File: src/rtl/pwmt_pkg.sv
package pwmt_pkg;
    localparam int ADDR_W      = 5;
    localparam int A_CTRL      = 0;
    localparam int A_PRESC     = 1;
    localparam int A_COUNT     = 2;
    localparam int A_FLAGS     = 3;
    localparam int A_RELEASE   = 4;
    localparam int A_MODE      = 5;
    localparam int A_ACTION    = 6;
    localparam int SHADOW_BASE = 8;
    localparam int ACTIVE_BASE = 16;

    typedef struct packed {
        logic stop_on;
        logic reset_on;
        logic irq_on;
    } match_act_t;

    typedef struct packed {
        logic pwm_en;
        logic cnt_clr;
        logic cnt_en;
    } ctrl_t;

    // Next level of one channel on a counter step.
    function automatic logic edge_next(logic dbl, logic start, logic hit_set,
                                       logic hit_clr, logic cur);
        if (dbl)
            return hit_clr ? 1'b0 : (hit_set ? 1'b1 : cur);
        else if (start)
            return !hit_clr;
        else
            return hit_clr ? 1'b0 : cur;
    endfunction
endpackage

File: src/rtl/pwmt_prescaler.sv
module pwmt_prescaler #(
    parameter int W = 32
) (
    input  logic         clk,
    input  logic         rst,
    input  logic         run,
    input  logic         clear,
    input  logic [W-1:0] limit,
    output logic         tick
);
    logic [W-1:0] pc_q;
    logic         wrap;

    assign wrap = (pc_q >= limit);
    assign tick = run && !clear && wrap;

    always_ff @(posedge clk) begin
        if (rst || clear)
            pc_q <= '0;
        else if (run)
            pc_q <= wrap ? '0 : pc_q + 1'b1;
    end
endmodule

File: src/rtl/pwmt_match_bank.sv
module pwmt_match_bank #(
    parameter int W = 32,
    parameter int N = 7
) (
    input  logic                clk,
    input  logic                rst,
    input  logic [N-1:0]        shadow_we,
    input  logic [W-1:0]        wdata,
    input  logic [N-1:0]        rel_set,
    input  logic                boundary,
    input  logic [W-1:0]        count,
    input  logic [W-1:0]        next_count,
    output logic [N-1:0][W-1:0] shadow_q,
    output logic [N-1:0][W-1:0] active_q,
    output logic [N-1:0]        rel_q,
    output logic [N-1:0]        hit_now,
    output logic [N-1:0]        hit_next
);
    always_ff @(posedge clk) begin
        if (rst)
            rel_q <= '0;
        else
            rel_q <= (boundary ? '0 : rel_q) | rel_set;
    end

    for (genvar i = 0; i < N; i++) begin : g_slot
        logic [W-1:0] eff;
        logic         take;

        assign take        = boundary && rel_q[i];
        assign eff         = take ? shadow_q[i] : active_q[i];
        assign hit_now[i]  = (count == active_q[i]);
        assign hit_next[i] = (next_count == eff);

        always_ff @(posedge clk) begin
            if (rst) begin
                shadow_q[i] <= '0;
                active_q[i] <= '0;
            end else begin
                if (shadow_we[i]) shadow_q[i] <= wdata;
                if (take)         active_q[i] <= shadow_q[i];
            end
        end
    end
endmodule

File: src/rtl/pwmt_out_stage.sv
module pwmt_out_stage
    import pwmt_pkg::*;
#(
    parameter int NM = 7
) (
    input  logic          clk,
    input  logic          rst,
    input  logic          tick,
    input  logic          pwm_en,
    input  logic          start,
    input  logic [NM-2:0] dbl,
    input  logic [NM-1:0] hit_next,
    output logic [NM-2:0] pwm_out
);
    for (genvar c = 0; c < NM - 1; c++) begin : g_ch
        always_ff @(posedge clk) begin
            if (rst || !pwm_en)
                pwm_out[c] <= 1'b0;
            else if (tick)
                pwm_out[c] <= edge_next(dbl[c], start, hit_next[c],
                                        hit_next[c+1], pwm_out[c]);
        end
    end
endmodule

File: src/rtl/pwm_timer_top.sv
module pwm_timer_top
    import pwmt_pkg::*;
#(
    parameter int CNT_W     = 32,
    parameter int NUM_MATCH = 7
) (
    input  logic                  clk,
    input  logic                  rst,
    input  logic                  wr_en,
    input  logic [ADDR_W-1:0]     addr,
    input  logic [CNT_W-1:0]      wdata,
    output logic [CNT_W-1:0]      rdata,
    output logic [NUM_MATCH-2:0]  pwm_out,
    output logic                  irq
);
    localparam int NO = NUM_MATCH - 1;

    ctrl_t                           ctrl_q;
    logic [CNT_W-1:0]                presc_q, tc_q, next_count;
    logic [NUM_MATCH-1:0]            flags_q, irq_mask, rst_mask, stop_mask;
    logic [NO-1:0]                   mode_q;
    match_act_t [NUM_MATCH-1:0]      act_q;
    logic [NUM_MATCH-1:0]            shadow_we, rel_set, rel_q, hit_now, hit_next, match_evt;
    logic [NUM_MATCH-1:0][CNT_W-1:0] shadow_q, active_q;
    logic                            tick, any_reset, boundary, stop_evt;

    function automatic logic wr_at(int a);
        return wr_en && (addr == ADDR_W'(a));
    endfunction

    for (genvar i = 0; i < NUM_MATCH; i++) begin : g_dec
        assign shadow_we[i] = wr_at(SHADOW_BASE + i);
        assign irq_mask[i]  = act_q[i].irq_on;
        assign rst_mask[i]  = act_q[i].reset_on;
        assign stop_mask[i] = act_q[i].stop_on;
    end
    assign rel_set = wr_at(A_RELEASE) ? wdata[NUM_MATCH-1:0] : '0;

    pwmt_prescaler #(.W(CNT_W)) presc_i (
        .clk(clk), .rst(rst), .run(ctrl_q.cnt_en), .clear(ctrl_q.cnt_clr),
        .limit(presc_q), .tick(tick)
    );

    assign match_evt  = hit_now & {NUM_MATCH{tick}};
    assign any_reset  = (|(match_evt & rst_mask)) || (ctrl_q.pwm_en && match_evt[0]);
    assign boundary   = match_evt[0] && (ctrl_q.pwm_en || rst_mask[0]);
    assign stop_evt   = |(match_evt & stop_mask);
    assign next_count = any_reset ? '0 : tc_q + 1'b1;

    pwmt_match_bank #(.W(CNT_W), .N(NUM_MATCH)) bank_i (
        .clk(clk), .rst(rst), .shadow_we(shadow_we), .wdata(wdata),
        .rel_set(rel_set), .boundary(boundary), .count(tc_q),
        .next_count(next_count), .shadow_q(shadow_q), .active_q(active_q),
        .rel_q(rel_q), .hit_now(hit_now), .hit_next(hit_next)
    );

    pwmt_out_stage #(.NM(NUM_MATCH)) outs_i (
        .clk(clk), .rst(rst), .tick(tick), .pwm_en(ctrl_q.pwm_en),
        .start(boundary), .dbl(mode_q), .hit_next(hit_next), .pwm_out(pwm_out)
    );

    always_ff @(posedge clk) begin
        if (rst || ctrl_q.cnt_clr)
            tc_q <= '0;
        else if (tick)
            tc_q <= next_count;
    end

    always_ff @(posedge clk) begin
        if (rst) begin
            ctrl_q  <= '0;
            presc_q <= '0;
            mode_q  <= '0;
            act_q   <= '0;
            flags_q <= '0;
        end else begin
            if (wr_at(A_CTRL))  ctrl_q  <= ctrl_t'(wdata[2:0]);
            if (stop_evt)       ctrl_q.cnt_en <= 1'b0;
            if (wr_at(A_PRESC)) presc_q <= wdata;
            if (wr_at(A_MODE))  mode_q  <= wdata[NO-1:0];
            if (wr_at(A_ACTION))
                for (int i = 0; i < NUM_MATCH; i++)
                    act_q[i] <= match_act_t'(wdata[3*i +: 3]);
            flags_q <= (flags_q & ~(wr_at(A_FLAGS) ? wdata[NUM_MATCH-1:0] : '0))
                     | (match_evt & irq_mask);
        end
    end

    assign irq = |flags_q;

    always_comb begin
        rdata = '0;
        case (int'(addr))
            A_CTRL:    rdata = CNT_W'(ctrl_q);
            A_PRESC:   rdata = presc_q;
            A_COUNT:   rdata = tc_q;
            A_FLAGS:   rdata = CNT_W'(flags_q);
            A_RELEASE: rdata = CNT_W'(rel_q);
            A_MODE:    rdata = CNT_W'(mode_q);
            A_ACTION:  rdata = CNT_W'(act_q);
            default:   rdata = '0;
        endcase
        for (int i = 0; i < NUM_MATCH; i++) begin
            if (addr == ADDR_W'(SHADOW_BASE + i)) rdata = shadow_q[i];
            if (addr == ADDR_W'(ACTIVE_BASE + i)) rdata = active_q[i];
        end
    end
endmodule

File: config.mk
export PLATFORM = sky130hd
export DESIGN_NAME = pwm_timer_top
export DESIGN_NICKNAME = d
export VERILOG_FILES = /design/src/rtl/pwmt_pkg.sv /design/src/rtl/pwmt_prescaler.sv /design/src/rtl/pwmt_match_bank.sv /design/src/rtl/pwmt_out_stage.sv /design/src/rtl/pwm_timer_top.sv
export SDC_FILE = /design/constraint.sdc
export NUM_CORES = 2
export LEC_CHECK = 0
export BUFFER_PORTS_ARGS = -buffer_cell sky130_fd_sc_hd__buf_2
export CORE_ASPECT_RATIO = 1.75
export CORE_MARGIN = 2
export CORE_UTILIZATION = 50
export DETAILED_ROUTE_END_ITERATION = 16
export PLACE_DENSITY = 0.76
export SETUP_SLACK_MARGIN = 0.5
export SLEW_MARGIN = 20
export SYNTH_ARGS = -nofsm -noshare
export SYNTH_HDL_FRONTEND = slang
export SYNTH_SLANG_ARGS = --single-unit
File: constraint.sdc
create_clock -name clk -period 7.7 [get_ports clk]
set_input_delay 1.54 -clock clk [delete_from_list [all_inputs] [get_ports clk]]
set_output_delay 1.54 -clock clk [all_outputs]
set_load 0.05 [all_outputs]
==> metrics.csv, run 1 <==
metric;value;unit
status;did not finish;
stop_stage;global routing;
tool.error;[ERROR GRT-0116] Global routing finished with congestion. Check the congestion regions in the DRC Viewer.;
syn_nets;4284;
syn_inst;4210;
cts_buffer_depth;3;
io_buffers;78;
hold_buffers;0;
syn_area_per_cell;7.82;um^2
fp.dieH;343;um
cts-htree-levels;2;
synth-edff-count;0;
async_flop_share;0;%
ys_seq_area_share;36.1;%
io_pins;79;
synth_area_leaders;dfxtp_1 36%, nand2_1 8.3%, xnor2_1 8.1%, a21oi_1 8.0%, mux2i_1 6.1%;
grt_pass1_wl;289000;um
finalWeightedCongestion;1.13;
synth_top_area_share;36.1;%
clock_sinks;594;
ctsResizeCount;0;
grt_max_degree;205;
gr-total-overflow;2;
die_w;198;um
grt_pass1_vias;35400;
yosysUniqueCellTypes;85;
cts_setup_buffers;0;
synth_flop_cell;dfxtp_1;
synthesis.area;32900;um^2
core.rowCount;124;
synthTopCellsByCount;725 x nand2_1, 594 x dfxtp_1, 523 x a21oi_1;
synth_most_common_cell;nand2_1;
ys_warn_count;0;
dp_hpwl;146000;um
grtUsageTotal;61.2;%
cts_inserted_buffers;58;
synth_top_area_cell;dfxtp_1;
synth_seq_cells;594;
initial_core_util;50.4;%
cts_root_buf;clkbuf_16;
==> metrics by stage <==
step,setup WS (ps),std cells,util (%),hold WS (ps),area (um^2)
2_1_floorplan,1340,4210,-,444,32900
3_3_place_gp,914,5025,52.8,456,34500
3_5_place_dp,960,5025,52.8,463,34500
4_1_cts,927,5132,56.2,473,36700
==> cell families after synthesis <==
group                      Yosys count  synth area share (%)
AOI/OAI and AO/OA                  930                  17.1
xor gates and xnor gates           462                  12.4
and+or+nand+nor                   1591                  21.4
buffers and inverters              391                  5.37
muxes                              208                  6.36
DFF                                594                  36.1
adders and majority gates           34                  1.29
==> per-layer routing <==
layer  GRT usage, %  overflow
met1           62.7         0
met3           28.8         0
met4           68.7         2
met2           86.5         0
met5           1.57         0
==> run 2: changes to the inputs <==
--- a/config.mk
+++ b/config.mk
@@ -6,12 +6,10 @@
 export NUM_CORES = 2
 export LEC_CHECK = 0
 export BUFFER_PORTS_ARGS = -buffer_cell sky130_fd_sc_hd__buf_2
-export CORE_ASPECT_RATIO = 1.75
 export CORE_MARGIN = 2
-export CORE_UTILIZATION = 50
+export CORE_UTILIZATION = 35
 export DETAILED_ROUTE_END_ITERATION = 16
-export PLACE_DENSITY = 0.76
-export SETUP_SLACK_MARGIN = 0.5
+export PLACE_DENSITY_LB_ADDON = 0.15
 export SLEW_MARGIN = 20
 export SYNTH_ARGS = -nofsm -noshare
 export SYNTH_HDL_FRONTEND = slang
==> run 2 against run 1 <==
- the flow now finishes without violations
- synthesized area unchanged
- synthesized cell count is the same
==> metrics.csv, run 2 <==
metric;value;unit;change
gr-total-overflow;0;;
cpMaxStageDelayCell;nor2_2;;
tritoncts;done;;
cp_num_buf_inv;4;;
hold_viol;0;;
final_cell_area;37500;um^2;
cp_max_fo;19;;
fin_ws;747;ps;
io_pins;79;;unchanged
hold_buffers;0;;unchanged
fin_skew;45.0;ps;
worstMarginPinSlew;1190;ps;
cts_root_buf;clkbuf_16;;
fmax;144;MHz;
post_dp_cell_area;34900;um^2;+1.0%
end_kind;primary output;;
synth_most_common_cell;nand2_1;;
finalSetupViolations;0;;
design.die.area;96500;um^2;
drt_pass1_iterations;9;;
instances_no_fill;5517;;
fp.dieH;311;um;-9.5%
io_buffers;78;;unchanged
syn_to_final_growth;13.9;%;
start_kind;input port;;
ys_seq_area_share;36.1;%;unchanged
min_period;6950;ps;
synth_area_leaders;dfxtp_1 36%, nand2_1 8.3%, xnor2_1 8.1%, a21oi_1 8.0%, mux2i_1 6.1%;;
critPathTopFamily;compound AO/OA/AOI/OAI gates;;
syn_inst;4210;;unchanged
rsz0062_at_grt;no;;
syn_area_per_cell;7.82;um^2;unchanged
drt_wl_total;184000;um;
cts_buffer_depth;3;;unchanged
grt_pass1_wl;252000;um;
dp_hpwl;139000;um;-4.8%
cts-htree-levels;3;;+1
final_cell_mix;719 x nand2_1, 593 x dfxtp_1, 523 x a21oi_1;;
cts_setup_buffers;0;;unchanged
synth_seq_cells;594;;unchanged
final_antenna_net_count;0;;
slew_violations;0;;
syn_nets;4284;;unchanged
grtUsageTotal;36.8;%;
critPathMaxStageDelay;770;ps;
hold_class;reg2reg;;
place_ws;929;ps;-30.9 ps
coreArea;93300;um^2;
yosysUniqueCellTypes;85;;unchanged
synth_top_area_share;36.1;%;unchanged
ctsResizeCount;0;;unchanged
synthesis.area;32900;um^2;unchanged
status;finished clean;;
grt_max_degree;177;;
wl_per_cell;33.4;um;
drt_iter0_drc;5485;;
fin_nets;4277;;
path_class;in2out;;
fin_setup_tns;0;ps;
cts_inserted_buffers;73;;+26%
via_per_inst;6.08;;
p_leak;13.9;nW;
synth_top_area_cell;dfxtp_1;;
worstSkewPairLatency;660;ps;
clock_sinks;594;;unchanged
critPathRequiredTime;6160;ps;
relSlewSlack;20.6;%;
synth_flop_cell;dfxtp_1;;
grt_antenna_before_repair;9;;
ir_drop;142;uV;
powerDensity;197;nW/um^2;
fin_hold_ws;454;ps;
crit_chain;buf_2, or3_1, nor2_2, buf_4, buf_4, a22oi_1, nand4_1, o21ai_0, a31oi_1, a21oi_1, a211oi_1, buf_2;;
core.rowCount;112;;-9.7%
ys_warn_count;0;;unchanged
placed_cells;5382;;+7.1%
grt_pass1_vias;30500;;
post-route-period-util;90.3;%;
hp-start;tc_q[20]$_SDFFE_PP0N_;;
top_regs;bank_i.active_q (224), bank_i.shadow_q (224);;
async_flop_share;0;%;unchanged
mostFrequentLayoutCell;nand2_1;;
total_power;7.41;mW;
cap_violations;0;;
finalWeightedCongestion;1.03;;-8.9%
worstReg2RegStart;tc_q[6]$_SDFFE_PP0N_;;
cp-startpoint;addr[3];;
die_w;311;um;+57%
post-route-util;40.2;%;
drcViolationCount;0;;
drive_above_1_share;10.9;%;
synth-edff-count;0;;unchanged
arrival;5410;ps;
initial_core_util;35.3;%;-15 points
clkTransAtPathRegs;60;ps;
synthTopCellsByCount;725 x nand2_1, 594 x dfxtp_1, 523 x a21oi_1;;
vias;33600;;
## run 2: cell counts after synthesis
Identical to the previous run, type by type.
## run 2: cells by family (layout without fill, tap and decap cells)
logic type | after synthesis | in the layout | synth area share, %
compound gates | 930 | 930 | 17.1
fa+ha+maj | 34 | 34 | 1.29
xor+xnor | 462 | 462 | 12.4
flops | 594 | 594 | 36.1
other cells | 0 | 2 | 0
simple gates | 1591 | 1591 | 21.4
buf+inv | 391 | 442 | 5.37
mux | 208 | 208 | 6.36
## run 2: final cells by class
cell class                 count  area [um^2]
antenna                        2         5.00
tap                         1254         1570
clock buffer                  98         2120
timing repair buffer         262         1860
clock inverter                35          526
multi-input combinational   3225        19400
fill                        9854        55800
inverter                      47          176
sequential                   594        11900
## run 2: worst register-to-register path: stages, from the launching register on
cell,delay (ps)
dfxtp_1,830
buf_4,290
xor2_1,500
nor4_1,140
nand4_1,230
nor2_1,140
a22oi_4,360
a31oi_4,240
buf_4,250
buf_4,190
nor2_2,620
buf_4,270
o211ai_1,80
or4_1,540
or4_1,550
or4_1,650
a211oi_1,280
## run 2: final timing paths
kind,cells after the start,slack [ps],end
max,12,750,rdata[6]
min reg2reg,2,450,tc_q[20]$_SDFFE_PP0N_
max reg2reg,16,1460,outs_i.pwm_out[0]$_SDFFE_PP0P_
min,2,450,tc_q[20]$_SDFFE_PP0N_
## run 2: power by group
part           switching [mW]  internal [mW]
combinational           0.323         0.0713
sequential             0.0166           3.08
clock                    1.54           2.37
## run 2: per-layer routing
| layer | routed length [um] | GRT usage, % |
|---|---|---|
| met5 | 56 | 0 |
| met4 | 8410 | 15.1 |
| met3 | 22200 | 10.2 |
| met2 | 73400 | 51.1 |
| met1 | 80200 | 52.8 |
(Power assumes the default switching activity.)
